[src/rtl/ssgpio_pkg.sv]
package ssgpio_pkg;
  localparam int BYTE_W = 8;
  localparam logic [BYTE_W-1:0] FN_PIN_SNAP = 8'hF5;
  localparam logic [BYTE_W-1:0] FN_PIN_MODE = 8'hF6;

  typedef enum logic [2:0] {
    ST_OUTSIDE,
    ST_CODE,
    ST_MODE_DATA,
    ST_DISCARD,
    ST_FORWARD
  } msg_state_e;

  // Captured byte: GPIO pins keep their level, everything else reads 0.
  function automatic logic [BYTE_W-1:0] snap_byte(input logic [BYTE_W-1:0] lvl,
                                                  input logic [BYTE_W-1:0] mode);
    return lvl & mode;
  endfunction

  // Strong low: GPIO pin with latch 0, or selected slave-select pin.
  function automatic logic pull_low(input logic is_gpio, input logic lat, input logic sel);
    return is_gpio ? ~lat : sel;
  endfunction

  function automatic logic push_high(input logic is_gpio, input logic sel);
    return ~is_gpio & ~sel;
  endfunction

  function automatic logic weak_up(input logic is_gpio, input logic lat);
    return is_gpio & lat;
  endfunction
endpackage

[src/rtl/ssgpio_msg_decode.sv]
module ssgpio_msg_decode
  import ssgpio_pkg::*;
#(
  parameter int N_PINS = 4
) (
  input  logic              clk,
  input  logic              rst_n,
  input  logic              msg_start,
  input  logic              msg_stop,
  input  logic              byte_valid,
  input  logic [BYTE_W-1:0] byte_data,
  output logic              mode_load,
  output logic [N_PINS-1:0] mode_value,
  output logic              snap_req,
  output logic              fwd_valid,
  output logic [BYTE_W-1:0] fwd_data,
  output logic              fwd_stop
);
  msg_state_e st_q;
  logic       byte_ok;
  logic       is_foreign;

  assign byte_ok    = byte_valid & ~msg_start & ~msg_stop;
  assign is_foreign = (byte_data != FN_PIN_SNAP) && (byte_data != FN_PIN_MODE);
  assign mode_load  = byte_ok && (st_q == ST_MODE_DATA);
  assign mode_value = byte_data[N_PINS-1:0];
  assign snap_req   = byte_ok && (st_q == ST_CODE) && (byte_data == FN_PIN_SNAP);

  always_ff @(posedge clk or negedge rst_n) begin
    if (!rst_n) begin
      st_q      <= ST_OUTSIDE;
      fwd_valid <= 1'b0;
      fwd_data  <= '0;
      fwd_stop  <= 1'b0;
    end else begin
      fwd_valid <= byte_ok && ((st_q == ST_FORWARD) || ((st_q == ST_CODE) && is_foreign));
      fwd_stop  <= msg_stop && (st_q == ST_FORWARD);
      if (byte_ok) fwd_data <= byte_data;
      if (msg_stop) begin
        st_q <= ST_OUTSIDE;
      end else if (msg_start) begin
        st_q <= ST_CODE;
      end else if (byte_ok) begin
        unique case (st_q)
          ST_CODE: begin
            if (byte_data == FN_PIN_MODE)      st_q <= ST_MODE_DATA;
            else if (byte_data == FN_PIN_SNAP) st_q <= ST_DISCARD;
            else                               st_q <= ST_FORWARD;
          end
          ST_MODE_DATA: st_q <= ST_DISCARD;
          default:      st_q <= st_q;
        endcase
      end
    end
  end
endmodule

[src/rtl/ssgpio_pin_ctl.sv]
module ssgpio_pin_ctl
  import ssgpio_pkg::*;
#(
  parameter int N_PINS      = 4,
  parameter int SYNC_STAGES = 2
) (
  input  logic              clk,
  input  logic              rst_n,
  input  logic              mode_load,
  input  logic [N_PINS-1:0] mode_value,
  input  logic [N_PINS-1:0] ss_sel,
  input  logic [N_PINS-1:0] gpio_lat,
  input  logic [N_PINS-1:0] pin_in,
  output logic [N_PINS-1:0] gpio_en,
  output logic [N_PINS-1:0] pin_sync,
  output logic [N_PINS-1:0] pin_drive_low,
  output logic [N_PINS-1:0] pin_drive_high,
  output logic [N_PINS-1:0] pin_weak_high
);
  logic [N_PINS-1:0] sync_q [SYNC_STAGES];

  always_ff @(posedge clk or negedge rst_n) begin
    if (!rst_n)         gpio_en <= '0;
    else if (mode_load) gpio_en <= mode_value;
  end

  always_ff @(posedge clk or negedge rst_n) begin
    if (!rst_n) sync_q[0] <= '0;
    else        sync_q[0] <= pin_in;
  end

  for (genvar s = 1; s < SYNC_STAGES; s++) begin : g_sync
    always_ff @(posedge clk or negedge rst_n) begin
      if (!rst_n) sync_q[s] <= '0;
      else        sync_q[s] <= sync_q[s-1];
    end
  end

  assign pin_sync = sync_q[SYNC_STAGES-1];

  for (genvar p = 0; p < N_PINS; p++) begin : g_pin
    assign pin_drive_low[p]  = pull_low(gpio_en[p], gpio_lat[p], ss_sel[p]);
    assign pin_drive_high[p] = push_high(gpio_en[p], ss_sel[p]);
    assign pin_weak_high[p]  = weak_up(gpio_en[p], gpio_lat[p]);
  end
endmodule

[src/rtl/ssgpio_snap_buf.sv]
module ssgpio_snap_buf
  import ssgpio_pkg::*;
(
  input  logic              clk,
  input  logic              rst_n,
  input  logic              snap_req,
  input  logic [BYTE_W-1:0] snap_data,
  input  logic              rd_req,
  output logic              buf_valid,
  output logic [BYTE_W-1:0] rd_data,
  output logic              rd_valid
);
  logic [BYTE_W-1:0] buf_q;

  always_ff @(posedge clk or negedge rst_n) begin
    if (!rst_n) begin
      buf_q     <= '0;
      buf_valid <= 1'b0;
      rd_data   <= '0;
      rd_valid  <= 1'b0;
    end else begin
      rd_valid <= rd_req;
      if (rd_req) rd_data <= buf_valid ? buf_q : '0;
      if (snap_req) begin
        buf_q     <= snap_data;
        buf_valid <= 1'b1;
      end else if (rd_req) begin
        buf_q     <= '0;
        buf_valid <= 1'b0;
      end
    end
  end
endmodule

[src/rtl/ssgpio_ctl.sv]
module ssgpio_ctl
  import ssgpio_pkg::*;
#(
  parameter int N_PINS      = 4,
  parameter int SYNC_STAGES = 2
) (
  input  logic              clk,
  input  logic              rst_n,
  input  logic              msg_start,
  input  logic              msg_stop,
  input  logic              byte_valid,
  input  logic [7:0]        byte_data,
  input  logic              rd_req,
  output logic [7:0]        rd_data,
  output logic              rd_valid,
  output logic              fwd_valid,
  output logic [7:0]        fwd_data,
  output logic              fwd_stop,
  input  logic [N_PINS-1:0] ss_sel,
  input  logic [N_PINS-1:0] gpio_lat,
  input  logic [N_PINS-1:0] pin_in,
  output logic [N_PINS-1:0] pin_drive_low,
  output logic [N_PINS-1:0] pin_drive_high,
  output logic [N_PINS-1:0] pin_weak_high
);
  localparam int PAD_W = BYTE_W - N_PINS;

  logic              mode_load;
  logic [N_PINS-1:0] mode_value;
  logic              snap_req;
  logic [N_PINS-1:0] gpio_en;
  logic [N_PINS-1:0] pin_sync;
  logic [BYTE_W-1:0] cap_byte;
  logic              buf_valid;

  assign cap_byte = snap_byte({{PAD_W{1'b0}}, pin_sync}, {{PAD_W{1'b0}}, gpio_en});

  ssgpio_msg_decode #(.N_PINS(N_PINS)) u_dec (
    .clk(clk), .rst_n(rst_n), .msg_start(msg_start), .msg_stop(msg_stop),
    .byte_valid(byte_valid), .byte_data(byte_data), .mode_load(mode_load),
    .mode_value(mode_value), .snap_req(snap_req), .fwd_valid(fwd_valid),
    .fwd_data(fwd_data), .fwd_stop(fwd_stop)
  );

  ssgpio_pin_ctl #(.N_PINS(N_PINS), .SYNC_STAGES(SYNC_STAGES)) u_pins (
    .clk(clk), .rst_n(rst_n), .mode_load(mode_load), .mode_value(mode_value),
    .ss_sel(ss_sel), .gpio_lat(gpio_lat), .pin_in(pin_in), .gpio_en(gpio_en),
    .pin_sync(pin_sync), .pin_drive_low(pin_drive_low),
    .pin_drive_high(pin_drive_high), .pin_weak_high(pin_weak_high)
  );

  ssgpio_snap_buf u_buf (
    .clk(clk), .rst_n(rst_n), .snap_req(snap_req), .snap_data(cap_byte),
    .rd_req(rd_req), .buf_valid(buf_valid), .rd_data(rd_data), .rd_valid(rd_valid)
  );
endmodule

[config.mk]
export PLATFORM = sky130hd
export DESIGN_NAME = ssgpio_ctl
export DESIGN_NICKNAME = d
export VERILOG_FILES = /design/src/rtl/ssgpio_pkg.sv /design/src/rtl/ssgpio_msg_decode.sv /design/src/rtl/ssgpio_pin_ctl.sv /design/src/rtl/ssgpio_snap_buf.sv /design/src/rtl/ssgpio_ctl.sv
export SDC_FILE = /design/constraint.sdc
export NUM_CORES = 1
export LEC_CHECK = 0
export CAP_MARGIN = 0
export CORE_MARGIN = 5
export CORE_UTILIZATION = 47
export DETAILED_ROUTE_END_ITERATION = 8
export PLACE_DENSITY = 0.8
export SYNTH_ARGS = -nofsm -noshare
export SYNTH_HDL_FRONTEND = slang
export SYNTH_HIERARCHICAL = 1
export SYNTH_SLANG_ARGS = --single-unit
[constraint.sdc]
create_clock -name clk -period 2.1 [get_ports clk]
set_clock_uncertainty 0.15 [all_clocks]
set_input_delay 0.315 -clock clk [delete_from_list [all_inputs] [get_ports clk]]
set_output_delay 0.315 -clock clk [all_outputs]
set_load 0.03 [all_outputs]
==> results.txt <==
----------------------------------------------------
[Floorplan]
  Cell Rows ... 23
  Die height ... 73.8 um
  Total core area ... 0.00397 mm^2
  I/O Pins ... 57
  Width of the die ... 73.8 um
  Starting density of the core ... 48.1%
  Die area ... 0.00544 mm^2

[Synthesis]
  Post-synthesis area per instance ... 11.7 um^2
  Synthesized instance count ... around 160
  Cell area after technology mapping ... 0.00191 mm^2
  Most area-consuming cells after synthesis ... dfrtp_1, mux2_4, buf_4, nand2b_2, and2_1
  Post-synth top area cell ... dfrtp_1
  Library cells used by synthesis ... 33
  Post-synthesis sequential area ratio ... 56.3%
  Synth top area share ... 56.3%
  Total of flip-flops plus latches after synthesis ... 43
  Yosys warning total ... 6

[Min path]
  Launch point of the worst hold path ... u_pins/sync_q[6]
  Type of the tightest min-delay check ... reg -> reg

[Placed design]
  Routability congestion estimate ... 0.785
  Half-perimeter wire length after placement ... 2690 um
  Placed instance area ... 0.00251 mm^2
  Number of I/O port buffers ... between 50 and 60

[Clocking]
  CTS Buffer Depth ... 2
  Clock-pin slew on the worst setup and hold paths ... 0.08 ns
  TritonCTS clock tree ... done
  Latest clock arrival within the worst-skew pair ... 0.30 ns
  Level count of the clock H-tree ... 2
  Setup fix buffers added after clock tree synthesis ... 0
  Root Driver ... clkbuf_8
  TritonCTS buffer count ... 5
  Sinks on the clock net ... 43

[Worst setup path]
  CP Capture Type ... output port
  Worst flop-to-flop path startpoint ... u_dec/st_q[2]
  Largest fanout of any net on the critical path ... 2
  Worst path most repeated cell ... clkdlybuf4s50_1
  Endpoint arrival time on the critical path ... 1.57 ns
  Number of buffer and inverter stages on the critical path ... 2
  Worst setup SP type ... input pin
  Category of the most critical setup path ... in -> out
  Setup crit start ... gpio_lat[2]
  Critical path, cell by cell ... clkdlybuf4s50_1 > and2_1 > clkdlybuf4s50_1
  Highest-delay cell along the critical path ... clkdlybuf4s50_1
  Endpoint required time on the critical path ... 1.63 ns
  Crit path largest cell delay ... about 0.66 ns
  Cell type group with the largest total delay on the critical path ... buffers and inverters

[GRT]
  Global-route wire length before repair ... roughly 6300 um
  Maximum number of pins on one net before global-route repair ... 28
  Tot GR Track Use ... 15.4%
  Final global-route overflow total ... 0
  Number of global-route vias before repair ... 1415
  Initial antenna violation count ... 0

[STA]
  Number of max-slew violations in the final report ... 0
  Setup violation total in the final timing report ... 0
  Final-report hold violation count ... 0
  Total Neg Setup Slack ... 0 ns
  Minimum clock period ... 2.03 ns
  Tightest Pin Transition ... between 0.6 and 0.7 ns
  Achievable clock frequency ... ~490 MHz
  Final period utilization ... 96.7%
  RSZ-0062 raised after global routing ... no
  Max-slew headroom at the worst pin ... 59.7%

[Cells and area]
  Final non-filler cell area ... 0.00264 mm^2
  Post-route core utilization ... 66.4%
  Synthesis-to-layout area growth ... 38.0%
  Inserted Diodes ... 0
  Share of final-layout standard cells stronger than drive strength 1 ... between 20 and 25%
  Net total in the final layout ... 255

[Drt]
  Residual DRC ... 0
  Number of nets still failing antenna checks after routing ... 0
  Starting DRT DRC Count ... 45
  Drt total wl ... 3750 um
  Routed length per placed instance ... 13.4 um
  First-pass DRT Iterations ... 3
  Vias per inst ... approximately 4.8
  Detailed-route via count ... 1351

[Pwr]
  Psw ... 463 uW
  Leakage Power ... between 0.001 and 0.0015 uW
  Internal Power ... about 1400 uW
  Reg power frac ... 47.4%
  Clock group share of total power ... 35.2%
  Power consumption ... 1880 uW
  Net Sw Frac ... roughly a quarter
  Power Density ... between 700 and 800 mW/mm^2
  Combinational power share ... ~17%
  Max VDD drop ... 0.557 mV

[Status]
  Result of the run ... finished clean

[Job]
  Number of maximum-capacitance violations ... 0

----------------------------------------------------
-- state kept, by name, indices dropped and copies added, names as in the netlist --
register         count
u_buf/buf_q          8
u_buf/rd_data        8
u_dec/fwd_data       8
u_pins/gpio_en       4
u_pins/pin_sync      4
u_pins/sync_q        4
u_dec/st_q           3
u_buf/buf_valid      1
u_buf/rd_valid       1
u_dec/fwd_stop       1
u_dec/fwd_valid      1
-- layout make-up --
cell class | instances | area [um^2]
fill | 319 | 1330
sequential | 43 | 1080
multi-input combinational | 97 | 688
timing repair buffer | 69 | 646
clock buffer | 6 | 82.6
tap | 50 | 62.6
inverter | 13 | 48.8
clock inverter | 2 | 35.0
-- what timing repair did --
| item | 4_1_cts | 5_1_grt |
|---|---|---|
| hold buffers | 1 | 0 |
| endpoints found under the hold margin | 25 | 0 |
| endpoints found under the setup margin | 0 | 0 |
| gates resized for setup | 0 | 0 |
-- synthesized netlist by cell type, drive strengths merged --
master	instances
a211oi	2
a21o	1
a22o	1
a31oi	1
and2	10
and3	1
and4b	2
buf	13
clkbuf	1
conb	1
dfrtp	43
inv	13
mux2	12
mux2i	4
nand2	9
nand2b	7
nand3	10
nand4	1
nand4b	1
nand4bb	1
nor2	8
nor2b	1
nor3	1
nor4	1
o21a	1
o21ai	16
xor2	2
-- worst reg2reg max path: cells and delay by family (launching register included) --
family | cells | cell delay (ns)
compound gates | 1 | 0.17
buf+inv | 1 | 0.23
flops | 1 | 0.45
simple gates | 3 | 0.61
-- path summary, 6_finish.rpt --
check	endpoint	slack [ns]	cells after the start
min	u_pins/pin_sync[2]	0.20	0
max in group asynchronous	u_pins/sync_q[4]	0.81	3
min in group asynchronous	u_buf/rd_data[4]	0.41	2
max reg2reg	u_buf/buf_q[7]	0.39	5
max	pin_weak_high[2]	0.07	3
min reg2reg	u_pins/pin_sync[2]	0.20	0
-- power by group through the flow --
stage / Combinational, uW / Sequential [uW] / Clock [uW]
after floorplan: 107 / 967 / 0
after global placement: 322 / 907 / 0
after detailed placement: 328 / 905 / 0
after CTS: 331 / 893 / 676
after global routing: 348 / 899 / 705
final: 327 / 893 / 663
-- metrics by stage --
step / hold WS, ns / cells / setup slack [ns]
finish: 0.204 / 280 / 0.0683
global route: 0.207 / 280 / 0.0214
CTS: 0.206 / 280 / 0.0589
detailed placement: 0.187 / 271 / 0.0432
global placement: 0.181 / 271 / 0.0643
floorplan: -0.131 / 167 / 0.202
-- cells by family (layout without fill, tap and decap cells) --
family,count (synthesis),after routing,share of synthesized area (%)
xor gates and xnor gates,2,2,0.916
buffers and inverters,27,90,8.64
and+or+nand+nor,53,53,16.6
DFF,43,43,56.3
other,1,4,0.196
muxes,16,16,10.7
AOI/OAI and AO/OA,22,22,6.61
-- metal layers --
metal  up-vias  global-route usage (%)  share of wire (%)
met2        45                    25.0                 47
met5         -                       0                  0
met4         0                    4.83                1.3
li1        668                       -                  -
met1       633                    17.9                 43
met3         5                    7.25                9.1
-- layout by cell type, fill, tap and decap left out, drive strengths merged, types with 2 or more instances in the layout --
cell type      count
xor2               2
o21ai             16
nand3             10
dfrtp             43
mux2i              4
conb               4
a211oi             2
clkbuf             6
clkdlybuf4s50     51
nand2b             7
and2              10
buf               17
mux2              12
and4b              2
nand2              9
inv               13
nor2               8
Power figures use the tool's default switching activity.
